$ cat src/rtl/dht_pkg.sv
package dht_pkg;

  // Register byte offsets
  localparam int OFS_ID     = 'h00;
  localparam int OFS_CNT_LO = 'h10;
  localparam int OFS_CNT_HI = 'h14;
  localparam int OFS_PER_LO = 'h18;
  localparam int OFS_PER_HI = 'h1C;
  localparam int OFS_CTL    = 'h20;
  localparam int OFS_GLB    = 'h24;

  // Enable field positions inside the control register
  localparam int EN_LO_LSB = 6;
  localparam int EN_HI_LSB = 22;

  // Global register layout
  localparam int GLB_REL_LSB  = 0;
  localparam int GLB_MODE_LSB = 2;

  localparam int NUM_HALVES = 2;
  localparam int LO = 0;
  localparam int HI = 1;

  typedef enum logic [1:0] {
    EN_OFF   = 2'd0,
    EN_ONCE  = 2'd1,
    EN_CYCLE = 2'd2,
    EN_RSVD  = 2'd3
  } enMode_e;

  typedef enum logic [1:0] {
    TM_WIDE     = 2'd0,
    TM_SPLIT    = 2'd1,
    TM_WIDE_ALT = 2'd2,
    TM_CHAIN    = 2'd3
  } timMode_e;

  typedef enum logic [1:0] {
    ACT_HOLD = 2'd0,
    ACT_INC  = 2'd1,
    ACT_ZERO = 2'd2
  } halfAct_e;

  // Strobes from control to datapath
  typedef struct packed {
    logic [NUM_HALVES-1:0] ldCnt;
    logic [NUM_HALVES-1:0] ldPer;
    halfAct_e [NUM_HALVES-1:0] act;
  } dpStrobe_t;

endpackage

$ cat src/rtl/dht_datapath.sv
module dht_datapath
  import dht_pkg::*;
#(
  parameter int DW = 32
) (
  input  logic                          clk,
  input  logic                          rst_n,
  input  dpStrobe_t                     strobe,
  input  logic [DW-1:0]                 wdata,
  output logic [NUM_HALVES-1:0][DW-1:0] cnt,
  output logic [NUM_HALVES-1:0][DW-1:0] per,
  output logic [NUM_HALVES-1:0]         match,
  output logic                          loAllOnes
);

  localparam logic [DW-1:0] ALL_ONES = {DW{1'b1}};

  for (genvar g = 0; g < NUM_HALVES; g++) begin : g_half
    logic [DW-1:0] cntQ;
    logic [DW-1:0] perQ;

    always_ff @(posedge clk or negedge rst_n) begin
      if (!rst_n) begin
        cntQ <= '0;
      end else if (strobe.ldCnt[g]) begin
        cntQ <= wdata;
      end else begin
        unique case (strobe.act[g])
          ACT_INC:  cntQ <= cntQ + 1'b1;
          ACT_ZERO: cntQ <= '0;
          default:  cntQ <= cntQ;
        endcase
      end
    end

    always_ff @(posedge clk or negedge rst_n) begin
      if (!rst_n) begin
        perQ <= '0;
      end else if (strobe.ldPer[g]) begin
        perQ <= wdata;
      end
    end

    assign cnt[g]   = cntQ;
    assign per[g]   = perQ;
    assign match[g] = (cntQ == perQ);
  end

  assign loAllOnes = (cnt[LO] == ALL_ONES);

endmodule

$ cat src/rtl/dht_ctrl.sv
module dht_ctrl
  import dht_pkg::*;
#(
  parameter int          DW       = 32,
  parameter int          AW       = 6,
  parameter logic [31:0] ID_VALUE = 32'h5A17_0C02
) (
  input  logic                          clk,
  input  logic                          rst_n,
  input  logic                          tick,
  input  logic                          wrEn,
  input  logic [AW-1:0]                 addr,
  input  logic [DW-1:0]                 wdata,
  input  logic [NUM_HALVES-1:0][DW-1:0] cnt,
  input  logic [NUM_HALVES-1:0][DW-1:0] per,
  input  logic [NUM_HALVES-1:0]         match,
  input  logic                          loAllOnes,
  output dpStrobe_t                     strobe,
  output logic [DW-1:0]                 rdata,
  output logic [NUM_HALVES-1:0]         rel,
  output timMode_e                      tmode,
  output enMode_e                       modeLo,
  output enMode_e                       modeHi
);

  enMode_e                 modeQ [NUM_HALVES];
  logic [NUM_HALVES-1:0]   relQ;
  timMode_e                tmodeQ;

  // Address decode
  logic selCntLo, selCntHi, selPerLo, selPerHi, selCtl, selGlb, selId;
  assign selId    = (addr == AW'(OFS_ID));
  assign selCntLo = (addr == AW'(OFS_CNT_LO));
  assign selCntHi = (addr == AW'(OFS_CNT_HI));
  assign selPerLo = (addr == AW'(OFS_PER_LO));
  assign selPerHi = (addr == AW'(OFS_PER_HI));
  assign selCtl   = (addr == AW'(OFS_CTL));
  assign selGlb   = (addr == AW'(OFS_GLB));

  function automatic logic isRunning(enMode_e m);
    return (m == EN_ONCE) || (m == EN_CYCLE);
  endfunction

  // Tick qualification and per-half actions
  logic     wide;
  logic     runLo;
  logic     hitLo;
  logic     loEvent;
  logic     hiTick;
  logic     runHi;
  logic     doneLo;
  logic     doneHi;
  halfAct_e actLo;
  halfAct_e actHi;

  assign wide    = (tmodeQ == TM_WIDE) || (tmodeQ == TM_WIDE_ALT);
  assign runLo   = tick && relQ[LO] && isRunning(modeQ[LO]);
  assign hitLo   = wide ? (match[LO] && match[HI]) : match[LO];
  assign loEvent = runLo && match[LO];
  assign hiTick  = (tmodeQ == TM_CHAIN) ? loEvent : tick;
  assign runHi   = hiTick && relQ[HI] && isRunning(modeQ[HI]);

  always_comb begin
    actLo  = ACT_HOLD;
    doneLo = 1'b0;
    if (!relQ[LO]) begin
      actLo = ACT_ZERO;
    end else if (runLo) begin
      if (hitLo) begin
        if (modeQ[LO] == EN_CYCLE) begin
          actLo = ACT_ZERO;
        end else begin
          doneLo = 1'b1;
        end
      end else begin
        actLo = ACT_INC;
      end
    end
  end

  always_comb begin
    actHi  = ACT_HOLD;
    doneHi = 1'b0;
    if (!relQ[HI]) begin
      actHi = ACT_ZERO;
    end else if (wide) begin
      if (runLo) begin
        if (hitLo) begin
          actHi = (modeQ[LO] == EN_CYCLE) ? ACT_ZERO : ACT_HOLD;
        end else if (loAllOnes) begin
          actHi = ACT_INC;
        end
      end
    end else if (runHi) begin
      if (match[HI]) begin
        if (modeQ[HI] == EN_CYCLE) begin
          actHi = ACT_ZERO;
        end else begin
          doneHi = 1'b1;
        end
      end else begin
        actHi = ACT_INC;
      end
    end
  end

  always_comb begin
    strobe            = '0;
    strobe.act[LO]    = actLo;
    strobe.act[HI]    = actHi;
    strobe.ldCnt[LO]  = wrEn && selCntLo && relQ[LO];
    strobe.ldCnt[HI]  = wrEn && selCntHi && relQ[HI];
    strobe.ldPer[LO]  = wrEn && selPerLo;
    strobe.ldPer[HI]  = wrEn && selPerHi;
  end

  // Control register: a bus write beats the one-shot clear
  always_ff @(posedge clk or negedge rst_n) begin
    if (!rst_n) begin
      modeQ[LO] <= EN_OFF;
      modeQ[HI] <= EN_OFF;
    end else if (wrEn && selCtl) begin
      modeQ[LO] <= enMode_e'(wdata[EN_LO_LSB +: 2]);
      modeQ[HI] <= enMode_e'(wdata[EN_HI_LSB +: 2]);
    end else begin
      if (doneLo) modeQ[LO] <= EN_OFF;
      if (doneHi) modeQ[HI] <= EN_OFF;
    end
  end

  // Global register: mode field locked while any half is released
  always_ff @(posedge clk or negedge rst_n) begin
    if (!rst_n) begin
      relQ   <= '0;
      tmodeQ <= TM_WIDE;
    end else if (wrEn && selGlb) begin
      relQ <= wdata[GLB_REL_LSB +: NUM_HALVES];
      if (relQ == '0) begin
        tmodeQ <= timMode_e'(wdata[GLB_MODE_LSB +: 2]);
      end
    end
  end

  // Read mux
  always_comb begin
    rdata = '0;
    if (selId) begin
      rdata = DW'(ID_VALUE);
    end else if (selCntLo) begin
      rdata = cnt[LO];
    end else if (selCntHi) begin
      rdata = cnt[HI];
    end else if (selPerLo) begin
      rdata = per[LO];
    end else if (selPerHi) begin
      rdata = per[HI];
    end else if (selCtl) begin
      rdata[EN_LO_LSB +: 2] = modeQ[LO];
      rdata[EN_HI_LSB +: 2] = modeQ[HI];
    end else if (selGlb) begin
      rdata[GLB_REL_LSB +: NUM_HALVES] = relQ;
      rdata[GLB_MODE_LSB +: 2]         = tmodeQ;
    end
  end

  assign rel    = relQ;
  assign tmode  = tmodeQ;
  assign modeLo = modeQ[LO];
  assign modeHi = modeQ[HI];

endmodule

$ cat src/rtl/dual_half_timer.sv
module dual_half_timer
  import dht_pkg::*;
#(
  parameter int          AW       = 6,
  parameter logic [31:0] ID_VALUE = 32'h5A17_0C02
) (
  input  logic          clk,
  input  logic          rst_n,
  input  logic          tick,
  input  logic          wrEn,
  input  logic [AW-1:0] addr,
  input  logic [31:0]   wdata,
  output logic [31:0]   rdata
);

  localparam int DW = 32;

  dpStrobe_t                     strobe;
  logic [NUM_HALVES-1:0][DW-1:0] cnt;
  logic [NUM_HALVES-1:0][DW-1:0] per;
  logic [NUM_HALVES-1:0]         match;
  logic                          loAllOnes;
  logic [NUM_HALVES-1:0]         rel;
  timMode_e                      tmode;
  enMode_e                       modeLo;
  enMode_e                       modeHi;
  logic [DW-1:0]                 cntLo;
  logic [DW-1:0]                 perLo;

  dht_ctrl #(
    .DW       (DW),
    .AW       (AW),
    .ID_VALUE (ID_VALUE)
  ) u_ctrl (
    .clk       (clk),
    .rst_n     (rst_n),
    .tick      (tick),
    .wrEn      (wrEn),
    .addr      (addr),
    .wdata     (wdata),
    .cnt       (cnt),
    .per       (per),
    .match     (match),
    .loAllOnes (loAllOnes),
    .strobe    (strobe),
    .rdata     (rdata),
    .rel       (rel),
    .tmode     (tmode),
    .modeLo    (modeLo),
    .modeHi    (modeHi)
  );

  dht_datapath #(
    .DW (DW)
  ) u_dp (
    .clk       (clk),
    .rst_n     (rst_n),
    .strobe    (strobe),
    .wdata     (wdata),
    .cnt       (cnt),
    .per       (per),
    .match     (match),
    .loAllOnes (loAllOnes)
  );

  assign cntLo = cnt[LO];
  assign perLo = per[LO];

endmodule

$ cat config.mk
export PLATFORM = sky130hd
export DESIGN_NAME = dual_half_timer
export DESIGN_NICKNAME = d
export VERILOG_FILES = /design/src/rtl/dht_pkg.sv /design/src/rtl/dht_datapath.sv /design/src/rtl/dht_ctrl.sv /design/src/rtl/dual_half_timer.sv
export SDC_FILE = /design/constraint.sdc
export NUM_CORES = 1
export LEC_CHECK = 0
export BUFFER_PORTS_ARGS = -buffer_cell sky130_fd_sc_hd__buf_2
export CELL_PAD_IN_SITES_DETAIL_PLACEMENT = 1
export CELL_PAD_IN_SITES_GLOBAL_PLACEMENT = 2
export CORE_ASPECT_RATIO = 1.4
export CORE_UTILIZATION = 30
export DETAILED_ROUTE_END_ITERATION = 6
export PLACE_DENSITY_LB_ADDON = 0.1
export SLEW_MARGIN = 10
export SYNTH_ARGS = -nofsm -noshare
export SYNTH_HDL_FRONTEND = slang
export SYNTH_SLANG_ARGS = --single-unit
$ cat constraint.sdc
create_clock -name clk -period 4.2 [get_ports clk]
set_input_delay 0 -clock clk [delete_from_list [all_inputs] [get_ports clk]]
set_output_delay 0 -clock clk [all_outputs]
set_load 0.02 [all_outputs]
* After elaboration in Yosys (flattened, before gate mapping)
Cells that the tools add are included.
Widths: inputs -> output; s select.
** Word-level totals
- Bits in registers :: 136
** Cells by class
- Reductions and logical operators :: 25
- Muxes and demuxes :: 44
- Equality and inequality tests :: 19
- Add/sub/neg operators :: 2
** Operator list (number)
- $mux 32 :: 6
- $pmux 32 s2 :: 2
- $add 32x1->32 const B :: 2
- $eq 32x32->1 :: 2
- $mux 2 :: 18
- $eq 32x32->1 const B :: 1
- $eq 6x5->1 const B :: 4
- $mux 4 :: 4
- $logic_and 1x1->1 :: 14
- $mux 14 :: 1
- $eq 2x2->1 const B :: 6
- $eq 6x6->1 const B :: 2
- $mux 1 :: 12
- $eq 2x1->1 const B :: 4
- $mux 8 :: 1
- $logic_not 6->1 :: 1
- $reduce_bool 3->1 :: 2
- $logic_not 2->1 :: 2
- $reduce_bool 2->1 :: 2
- $logic_or 1x1->1 :: 3
- $reduce_and 2->1 :: 1

* Logic depth before layout (Yosys ltp)
Gate-level depths: netlist of the first run.
- Depth after elaboration :: 13
- Gate-level depth with buffers :: 11
- Mapped depth without buffers :: 9

* By module
Synthesis of the first run repeated with hierarchy kept, for this count alone.
** Second synthesis, totals
- Cell total of the unflattened synthesis :: 1074
- Area, all modules :: 9549.2 µm²
** By module, submodules not included
- dht_datapath :: instances 1, sequential area each 3203.1 µm², area each 7764.9 µm², cells an instance 837
- dht_ctrl :: instances 1, sequential area each 200.2 µm², area each 1784.2 µm², cells an instance 237

* Worst setup path after synthesis of the first run
Ideal clock, no wire load.
- Path type :: reg2reg
- From :: reg u_dp.g_half[0].cntQ[27]
- To :: reg u_dp.g_half[1].cntQ[4]
- Period minus slack after synthesis :: 2392 ps
- Cell stages (with the launch flop) :: 10
- Slack :: 1808 ps
- Path buffers :: 2
- Arrival :: 2266 ps
- Path through :: dfrtp_1 > clkbuf_1 > xnor2_1 > nand4_1 > nor4_4 > nand2_2 > o2111a_1 > buf_6 > or4_1 > o311a_1
** On the way
- Word-level cells in the longest chain between the ends :: 11
- Elaborated cells between the ends (all ways) :: 19
- Classes of those cells :: 4 x eq/ne; 10 x mux; 5 x reduce/logical
** RTL lines
- from (decl) :: RTL line dht_datapath.sv:19 : logic [DW-1:0] cntQ;
- from (signal assigned) :: RTL line dht_datapath.sv:26 : cntQ <= wdata;
- from (signal assigned) :: RTL line dht_datapath.sv:29 : ACT_INC: cntQ <= cntQ + 1'b1;
- from (signal assigned) :: RTL line dht_datapath.sv:31 : default: cntQ <= cntQ;
- $eq 32x32->1 :: RTL line dht_datapath.sv:46 : assign match[g] = (cntQ == perQ);
- $logic_and 1x1->1 :: RTL line dht_ctrl.sv:59 : assign loEvent = runLo && match[LO];
- $mux 1 :: RTL line dht_ctrl.sv:60 : assign hiTick = (tmodeQ == TM_CHAIN) ? loEvent : tick;
- $logic_and 1x1->1 (2 in series) :: RTL line dht_ctrl.sv:61 : assign runHi = hiTick && relQ[HI] && isRunning(modeQ[HI]);
- $mux 2 :: RTL line dht_ctrl.sv:94 : end else if (runHi) begin
- $mux 2 (*) :: RTL line dht_ctrl.sv:86 : end else if (wide) begin
- $mux 2 (*) :: RTL line dht_ctrl.sv:84 : if (!relQ[HI]) begin
- $eq 2x2->1 / $eq 2x1->1 (equally long branches) :: RTL line dht_datapath.sv:28 : unique case (strobe.act[g])
- $pmux 32 s2 :: RTL line dht_datapath.sv:28
- $mux 32 :: RTL line dht_datapath.sv:25 : end else if (strobe.ldCnt[g]) begin
- to (signal assigned) :: RTL line dht_datapath.sv:26
- to (signal assigned) :: RTL line dht_datapath.sv:29
- to (signal assigned) :: RTL line dht_datapath.sv:31
- to (decl) :: RTL line dht_datapath.sv:19
Mark *: on every way between the ends. The rest lies on a longest branch, timed or not.
A chain may end at the register's enable or synchronous reset.

* Final worst setup path of the first run
- From :: reg u_dp.g_half[1].cntQ[16]
- To :: reg u_dp.g_half[1].cntQ[17]
** On the way
- Word-level cells in the longest chain between the ends :: 10
- Elaborated cells between the ends (all ways) :: 15
- Classes of those cells :: 1 x add/sub; 3 x eq/ne; 9 x mux; 2 x reduce/logical
** RTL lines
- $eq 32x32->1 :: RTL line dht_datapath.sv:46
- $logic_and 1x1->1 :: RTL line dht_ctrl.sv:58 : assign hitLo = wide ? (match[LO] && match[HI]) : match[LO];
- $mux 1 :: RTL line dht_ctrl.sv:58
- $mux 2 :: RTL line dht_ctrl.sv:88 : if (hitLo) begin
- $mux 2 :: RTL line dht_ctrl.sv:87 : if (runLo) begin
- $mux 2 :: RTL line dht_ctrl.sv:86
- $mux 2 :: RTL line dht_ctrl.sv:84
- $eq 2x2->1 / $eq 2x1->1 (equally long branches) :: RTL line dht_datapath.sv:28
- $pmux 32 s2 :: RTL line dht_datapath.sv:28
- $mux 32 :: RTL line dht_datapath.sv:25
Several ways; a longest one is shown, not always the timed one.

==> run_results.csv, run 1 <==
group,metric,value,unit
grt,antenna_found_initial,0,
clock_tree,postCtsSetupBuffers,0,
sta,finalHoldViolCount,0,
finish,syn_to_final_growth,18.0,%
placement,place.gp.congestion,0.822,
drt,met3WireLength,1.16,mm
finish,final_nets,1156,
clock_tree,clkTransAtPathRegs,0.06,ns
synthesis,syn_area_per_cell,9.15,µm²
synthesis,synthCells,1026,
clock_tree,cts.repair.resized,0,
sta,setup-tns-final,0,ns
clock_tree,cts_root_buf,"clkbuf_16",
clock_tree,insertion_delay,0.45,ns
worst_setup_path,critPathCaptureType,"flop",
worst_setup_path,worstPathMaxFanout,26,
grt,grt_max_degree,77,
clock_tree,clock-sinks,136,
synthesis,synth-seq-cells,136,
clock_tree,clockBufferDepth,2,
placement,dp.final_hpwl,29.8,mm
drt,num_vias,8791,
sta,slew_viol_final,0,
synthesis,ys_seq_area_share,36.3,%
sta,fin_worst_skew,0.0140,ns
sta,clock.fmax,297,MHz
clock_tree,cts_made_buffers,17,
floorplan,die_x,151,µm
drt,drc,0,
clock_tree,tritoncts,"yes",
clock_tree,htree_levels,4,
worst_hold_path,min_path_type,"in2reg",
grt,grtUsageTotal,26.3,%
power,vdd_drop_max,278,µV
synthesis,synth_compound_area_share,22.9,%
sta,worstMarginPinSlew,0.995,ns
drt,drt_iter0_drc,499,
drt,wl_met2,19.2,mm
synthesis,synth_top_area_share,36.3,%
worst_setup_path,worst_path_largest_cell_delay,0.84,ns
sta,fin_crit,3.36,ns
grt,first_global_vias,9001,
placement,placed_cells,1448,
sta,maxSlewHeadroom,33.5,%
floorplan,rows,76,
synthesis,synth_edf_count,0,
power,post-layout-total-power,3710,µW
run_status,status,"finished, final reports clean",
synthesis,synth_simple_gate_area_share,18.2,%
synthesis,synth_fa_ha_area_share,0.533,%
placement,postPlaceCellArea,10200,µm²
floorplan,core,30800,µm²
drt,top_layer,"met4",
finish,final_cell_area,11100,µm²
synthesis,synthTopCellsByArea,"dfrtp_1 36%, mux2_2 8.3%, nand2_1 5.0%, a21oi_1 4.0%, xnor2_1 3.1%",
floorplan,die_y,211,µm
synthesis,synth.mux.area_fraction,11.2,%
synthesis,synth.most_common_cell,"dfrtp_1",
worst_setup_path,worst_ep_required_time,4.47,ns
grt,grt_pass1_wl,60.4,mm
sta,rsz0062_at_grt,"false",
sta,setup_viol,0,
worst_setup_path,cp_data_arrival_time,3.64,ns
drt,m1WireLength,18.6,mm
floorplan,io_pins,74,
synthesis,synth.largest_area_cell,"dfrtp_1",
worst_setup_path,crit_type,"reg2reg",
drt,via_per_inst,5.81,
synthesis,synth_top_family_by_area,"compound AO/OA/AOI/OAI gates",
finish,final-instance-count-excl-fill,1512,
synthesis,async_reset_ff_share,100,%
finish,num_antenna_cells,0,
drt,drt-total-wl,40.3,mm
worst_setup_path,slowest_stage,"nor2_4",
synthesis,ys_warn_count,0,
power,p_leak,0.00485,µW
floorplan,dieArea,32000,µm²
sta,hold_ws,0.136,ns
drt,ant_nets,0,
drt,firstDrtPassIters,5,
drt,wl_per_cell,26.7,µm
synthesis,syn_area,9390,µm²
placement,port-buffer-count,73,
synthesis,ys.flop_type,"dfrtp_1",
grt,overflow,0,
floorplan,initial_core_util,30.5,%
sta,final.period_utilization,80.1,%
synthesis,syn_nets,1072,
synthesis,synthXorXnorAreaFrac,6.16,%
finish,drive_gt1_share,22.6,%
worst_setup_path,worstSetupStartpointType,"flop",
job,maxCapViolCount,0,
synthesis,yosys.cell_types.count,70,
worst_setup_path,cp_cell_sequence,"xor2_1 > nor4_1 > and4_1 > nand2_1 > and3_1 > nor2_4 > a211oi_1",
power,cellPowerDensity,335,nW/µm²
synthesis,synthTopCellsByCount,"136 x dfrtp_1, 126 x nand2_1, 75 x a21oi_1",
worst max-delay path, delay by kind of cell, from the launching register on:
kind	cells	cell delay, ns
AND/OR/NAND/NOR	5	2.18
AO/OA/AOI/OAI	1	0.17
flip-flops	1	0.59
XOR/XNOR	1	0.22
repair_timing:
item / 4_1_cts / 5_1_grt
hold endpoints to repair: 192 / 0
setup endpoints to repair: 0 / 0
hold buffers: 33 / 0
report_power, final:
part | internal [µW] | leakage [µW] | switching, µW
combinational | 283 | 0.00272 | 396
sequential | 1420 | 0.00185 | 149
clock | 848 | 0.000278 | 616
total | 2550 | 0.00485 | 1160
metrics by stage:
| step | utilization [%] | setup WS (ns) |
|---|---|---|
| after floorplan | - | 1.81 |
| after global placement | 33.1 | 0.856 |
| after detailed placement | 33.1 | 0.843 |
| after CTS | 36.0 | 0.809 |
| after global routing | 36.0 | 0.673 |
| final | 36.0 | 0.835 |
cell type report:
| class | count | area (µm²) |
|---|---|---|
| fillers | 3642 | 19700 |
| flip-flops and latches | 136 | 3400 |
| well taps | 390 | 488 |
| inverters | 21 | 78.8 |
| multi-input cells | 788 | 5560 |
| clock buffers | 21 | 470 |
| repair buffers | 146 | 1000 |
| clock inverters | 10 | 77.6 |
logic make-up after synthesis:
group | after synthesis
multiplexers | 96
AO/OA/AOI/OAI | 282
adder cells (fa/ha/maj) | 4
AND/OR/NAND/NOR | 340
XOR/XNOR | 66
buffers and inverters | 102
flip-flops | 136
path summary, 6_finish.rpt:
check                                              from                      end  slack [ns]  cells past startpoint
worst min-delay path                               wrEn            u_ctrl.rel[1]        0.14                      3
worst max register to register  u_dp.g_half[1].cntQ[16]  u_dp.g_half[1].cntQ[17]        0.84                      7
worst max-delay path            u_dp.g_half[1].cntQ[16]  u_dp.g_half[1].cntQ[17]        0.84                      7
min in group asynchronous                         rst_n  u_dp.g_half[0].cntQ[20]        0.18                      2
max in group asynchronous                         rst_n   u_dp.g_half[1].perQ[7]        2.99                      3
worst min register to register         u_ctrl.modeHi[0]         u_ctrl.modeHi[0]        0.53                      1
layout by cell type (no fill, tap or decap), types with 9 or more instances in the layout:
master	count
a21o_1	24
o221ai_1	9
dlygate4sd3_1	33
buf_2	72
a21oi_1	74
xnor2_1	33
o21ai_0	24
a22o_1	16
o21bai_1	9
a221o_1	15
a211oi_1	11
and2_1	10
nand3_1	32
a221oi_2	13
mux2_2	69
xor2_1	33
buf_4	40
dfrtp_1	136
and3_1	14
nand2_1	126
inv_1	21
nor2_1	64
a221oi_1	21
nor3_1	9
clkbuf_16	17
nand4_1	26
mux2i_1	27
nor4_1	10
nor2b_1	14
state kept, by name (all words and copies together) (netlist names):
signal / cells
u_ctrl.tmode: 2
u_ctrl.modeLo: 2
u_ctrl.rel: 2
u_dp.g_half.perQ: 64
u_ctrl.modeHi: 2
u_dp.g_half.cntQ: 64
layer usage:
metal  GRT usage [%]  vias up
met5               0        -
met4            10.2        0
met3            3.30       50
met2            41.3      169
met1            36.2     4590
li1                -     3982
Note: power is estimated with default switching activity, not from simulation.
==> inputs of run 2 (changes only) <==
==> constraint.sdc (replaced) <==
create_clock -name clk -period 2.8 [get_ports clk]
set_input_delay 0 -clock clk [delete_from_list [all_inputs] [get_ports clk]]
set_output_delay 0 -clock clk [all_outputs]
set_load 0.02 [all_outputs]
==> run_results.csv, run 2 (synthesis gave the netlist of run 1 again) <==
group,metric,value,unit
worst_setup_path,cp_data_arrival_time,3.02,ns
power,vdd_drop_max,354,µV
drt,wl_per_cell,25.0,µm
floorplan,core,30800,µm²
run_status,status,"finished, final reports clean",
finish,layout_common_cells,"133 x dfrtp_1, 126 x nand2_1, 114 x buf_4",
floorplan,die_y,211,µm
placement,postPlaceCellArea,10900,µm²
sta,fin_crit,2.69,ns
placement,place.gp.congestion,0.840,
drt,drt-total-wl,39.9,mm
clock_tree,clkTransAtPathRegs,0.07,ns
sta,worstMarginPinSlew,0.751,ns
sta,maxSlewHeadroom,49.9,%
grt,grt_max_degree,66,
worst_setup_path,worstPathMaxFanout,6,
floorplan,initial_core_util,30.5,%
clock_tree,tritoncts,"yes",
clock_tree,htree_levels,4,
job,maxCapViolCount,0,
finish,multi_input_area,5630,µm²
finish,reg_top3,"u_dp.g_half.cntQ: 64 flops, u_dp.g_half.perQ: 64 flops",
power,cellPowerDensity,482,nW/µm²
clock_tree,cts_root_buf,"clkbuf_16",
floorplan,io_pins,74,
worst_setup_path,slowest_stage,"nor4_4",
finish,syn_to_final_growth,27.0,%
power,p_leak,0.00534,µW
finish,final_common_cell,"dfrtp_1",
clock_tree,cts_made_buffers,17,
placement,dp.final_hpwl,30.8,mm
drt,firstDrtPassIters,5,
grt,grtUsageTotal,26.2,%
clock_tree,clockBufferDepth,2,
worst_setup_path,cp_cell_sequence,"xnor2_1 > nand4_1 > nor4_4 > nand2_2 > o2111a_2 > buf_6 > or4_1 > o311a_1",
finish,regArea,3410,µm²
drt,via_per_inst,5.61,
grt,antenna_found_initial,0,
worst_setup_path,worst_ep_required_time,3.13,ns
finish,final_cell_area,11900,µm²
worst_setup_path,path_delay_family,"simple AND/OR/NAND/NOR gates",
drt,num_vias,8969,
drt,drt_iter0_drc,550,
worst_setup_path,critPathCaptureType,"flop",
grt,grt_pass1_wl,60.8,mm
sta,finalHoldViolCount,0,
worst_setup_path,path_buf_inv,1,
finish,final_nets,1242,
sta,clock.fmax,372,MHz
sta,rsz0062_at_grt,"false",
clock_tree,clock-sinks,136,
worst_setup_path,worstSetupStartpointType,"flop",
floorplan,rows,76,
grt,overflow,0,
grt,first_global_vias,9300,
worst_setup_path,worst_path_largest_cell_delay,0.50,ns
drt,drc,0,
worst_hold_path,min_path_type,"in2async",
sta,slew_viol_final,0,
placement,place_ws,-0.0810,ns
worst_setup_path,crit_type,"reg2reg",
floorplan,die_x,151,µm
clock_tree,insertion_delay,0.45,ns
finish,num_antenna_cells,0,
finish,drive_gt1_share,29.2,%
drt,ant_nets,0,
sta,final.period_utilization,96.0,%
sta,fin_worst_skew,0.00988,ns
finish,n_fill_cell,3600,
sta,fin_ws,0.112,ns
sta,setup_viol,0,
floorplan,dieArea,32000,µm²
placement,port-buffer-count,73,
-- run 2: changes by cell type in the layout (fill, tap and decap cells not counted), sizes merged --
cell,delta
buf,+86
clkbuf,+1
clkinv,-2
clkinvlp,+1
-- run 2: area by class of cell --
class | count | share of cell area [%]
tap | 390 | 4.09
clock buffer | 22 | 3.98
clock inverter | 9 | 0.630
timing repair buffer | 232 | 14.9
multi-input combinational | 788 | 47.2
inverter | 21 | 0.661
sequential | 136 | 28.6
-- run 2: what timing repair did --
item,CTS,global route
pin swaps,0,7
hold endpoints to repair,184,0
gates resized for setup,1,17
setup endpoints to repair,21,29
setup buffers,0,2
hold buffers,33,0
-- run 2: worst paths after layout --
kind	startpoint	endpoint	slack, ns	cells past startpoint
min	rst_n	u_dp.g_half[0].cntQ[12]	0.12	2
min reg2reg	u_ctrl.modeLo[0]	u_ctrl.modeLo[0]	0.54	1
max reg2reg	u_dp.g_half[0].perQ[21]	u_dp.g_half[1].cntQ[3]	0.11	8
min in group clk	wrEn	u_ctrl.rel[1]	0.16	3
max	u_dp.g_half[0].perQ[21]	u_dp.g_half[1].cntQ[3]	0.11	8
max in group asynchronous	rst_n	u_dp.g_half[1].perQ[24]	1.87	3
-- run 2: worst reg2reg max path, stage by stage, from the launching register on --
cell      delay, ns
dfrtp_1        0.41
xnor2_1        0.20
nand4_1        0.30
nor4_4         0.50
nand2_2        0.10
o2111a_2       0.33
buf_6          0.15
or4_1          0.46
o311a_1        0.13
-- run 2: report_power, final --
part           internal [µW]  switching, µW  total, µW
Combinational            553            662       1220
Sequential              2130            200       2330
Clock                   1280            927       2200
-- run 2: layer usage --
metal  vias up  wire (µm)  global-route usage (%)
li1       4173          -                       -
met1      4575      18400                    36.4
met2       191      19100                    42.1
met3        30       1500                    3.23
met4         0        814                    8.06
met5         -          0                       0
-- run 2: metrics by stage --
step                      TNS, ns  instances  hold WS, ns  util [%]  power [µW]
after floorplan                 0       1026       -0.296         -        2930
after global placement     -0.272       1532       0.0777      35.5        3490
after detailed placement   -0.365       1532       0.0726      35.5        3510
after CTS                       0       1596        0.136      38.4        5770
after global routing            0       1598        0.179      38.7        5970
final                           0       1598        0.119      38.7        5740
==> inputs of run 3 (changes only) <==
==> constraint.sdc (replaced) <==
create_clock -name clk -period 2.8 [get_ports clk]
set_input_delay 0.28 -clock clk [delete_from_list [all_inputs] [get_ports clk]]
set_output_delay 0.28 -clock clk [all_outputs]
set_load 0.02 [all_outputs]
==> run_results.csv, run 3 (synthesis gave the netlist of run 1 again) <==
group,metric,value,unit
placement,place.gp.congestion,0.847,
power,p_int,4130,µW
power,clockPowerShare,42.1,%
sta,worstMarginPinSlew,0.672,ns
power,cellPowerDensity,510,nW/µm²
grt,grt_max_degree,61,
placement,port-buffer-count,73,
grt,first_global_vias,8963,
sta,finalHoldViolCount,0,
power,vdd_drop_max,311,µV
drt,wl_per_cell,25.2,µm
finish,num_antenna_cells,0,
finish,post-route-util,38.0,%
clock_tree,insertion_delay,0.46,ns
worst_hold_path,min_delay_path_depth,3,
sta,clock.fmax,369,MHz
placement,dp.final_hpwl,30.3,mm
drt,firstDrtPassIters,4,
floorplan,io_pins,74,
clock_tree,clockBufferDepth,2,
sta,rsz0062_at_grt,"true",
drt,num_vias,8811,
drt,drc,0,
worst_setup_path,reg2reg_to,"u_dp.g_half[1].cntQ[3]",
worst_setup_path,regToRegStartpoint,"u_dp.g_half[0].cntQ[5]",
clock_tree,clkTransAtPathRegs,0.06,ns
worst_hold_path,min_path_type,"in2reg",
floorplan,core,30800,µm²
worst_setup_path,worst_ep_required_time,3.13,ns
power,pwr-share-seq,39.0,%
job,maxCapViolCount,0,
worst_setup_path,worstSetupStartpointType,"flop",
sta,final.period_utilization,96.7,%
drt,drt_iter0_drc,577,
worst_hold_path,min_from,"wdata[17]",
drt,via_per_inst,5.62,
power,pwr-share-comb,18.9,%
power,switching_share,30.7,%
floorplan,die_y,211,µm
worst_setup_path,crit_type,"reg2reg",
clock_tree,clock-sinks,136,
power,switching_power,1840,µW
worst_setup_path,r2r_slack,0.09,ns
finish,layout_common_cells,"134 x dfrtp_1, 126 x nand2_1, 111 x buf_4",
floorplan,rows,76,
worst_setup_path,reg2reg_depth,9,
grt,grt_pass1_wl,59.2,mm
finish,reg_top3,"u_dp.g_half.cntQ: 64 flops, u_dp.g_half.perQ: 64 flops",
grt,overflow,0,
sta,hold_ws,0.148,ns
sta,maxSlewHeadroom,55.2,%
clock_tree,cts_root_buf,"clkbuf_16",
finish,final_common_cell,"dfrtp_1",
floorplan,die_x,151,µm
clock_tree,tritoncts,"yes",
sta,slew_viol_final,0,
worst_setup_path,worstPathMaxFanout,7,
sta,setup-tns-final,0,ns
drt,drt-total-wl,39.5,mm
sta,fin_worst_skew,0.0119,ns
finish,final_nets,1210,
floorplan,dieArea,32000,µm²
power,p_leak,0.00524,µW
finish,drive_gt1_share,30.0,%
run_status,status,"finished, final reports clean",
worst_hold_path,hold_end,"u_dp.g_half[0].cntQ[17]",
worst_setup_path,cp_data_arrival_time,3.04,ns
sta,fin_crit,2.71,ns
clock_tree,htree_levels,4,
grt,grtUsageTotal,25.8,%
grt,antenna_found_initial,0,
drt,ant_nets,0,
worst_setup_path,critPathCaptureType,"flop",
finish,syn_to_final_growth,24.8,%
clock_tree,cts_made_buffers,17,
floorplan,initial_core_util,30.5,%
sta,setup_viol,0,
## run 3: timing repair
action,in CTS,in global routing
hold buffers,1,0
resized for setup,2,11
endpoints found under the setup margin,8,26
hold endpoints to repair,58,0
pin swaps,0,2
buffers inserted,0,0
## run 3: cell type report
| class | count | area [µm²] |
|---|---|---|
| clock buffers | 18 | 439 |
| clock inverters | 14 | 199 |
| fillers | 3597 | 19100 |
| inverters | 21 | 78.8 |
| multi-input cells | 788 | 5610 |
| flip-flops and latches | 136 | 3410 |
| well taps | 390 | 488 |
| repair buffers | 200 | 1500 |
## run 3: worst max-delay path, cell delays in order, from the launching register on
cell	delay [ns]
dfrtp_1	0.44
xnor2_1	0.37
nand4_1	0.22
nor4_4	0.20
buf_4	0.20
nand2_2	0.06
o2111a_2	0.34
buf_12	0.16
or4_1	0.46
o311a_1	0.14
## run 3: per-layer routing
metal,GRT usage [%],vias up,wire (µm)
met5,0,-,0
met4,9.70,0,1150
met3,2.91,44,1220
met2,40.8,167,18700
met1,35.9,4494,18400
li1,-,4106,-
## run 3: worst max path at each step
stage                             from                      to  slack, ns  cells after the start
2_1_floorplan  u_dp.g_half[0].cntQ[27]  u_dp.g_half[1].cntQ[4]       0.41                      9
3_3_place_gp    u_dp.g_half[0].cntQ[9]  u_dp.g_half[1].cntQ[2]      -0.04                      9
6_report        u_dp.g_half[0].cntQ[5]  u_dp.g_half[1].cntQ[3]       0.09                      9
3_5_place_dp    u_dp.g_half[0].cntQ[9]  u_dp.g_half[1].cntQ[9]      -0.06                      9
4_1_cts         u_dp.g_half[0].cntQ[3]  u_dp.g_half[1].cntQ[3]       0.01                      9
5_1_grt        u_dp.g_half[0].cntQ[17]  u_dp.g_half[1].cntQ[2]     -0.004                      9
## run 3: power by group through the flow
stage | Sequential (µW) | Clock (µW) | Combinational (µW)
after floorplan | 2280 | 0 | 651
after global placement | 2350 | 0 | 1120
after detailed placement | 2350 | 0 | 1120
after CTS | 2320 | 2570 | 1140
after global routing | 2350 | 2630 | 1220
final | 2330 | 2510 | 1130
## run 3: stage by stage
step	area [µm²]	total power, µW	setup slack [ns]	instances
2_1_floorplan	9390	2930	0.408	1026
3_3_place_gp	11000	3470	-0.0351	1534
3_5_place_dp	11000	3480	-0.0566	1534
4_1_cts	11700	6020	0.0113	1567
5_1_grt	11700	6200	-0.00362	1567
6_report	11700	5970	0.0925	1567
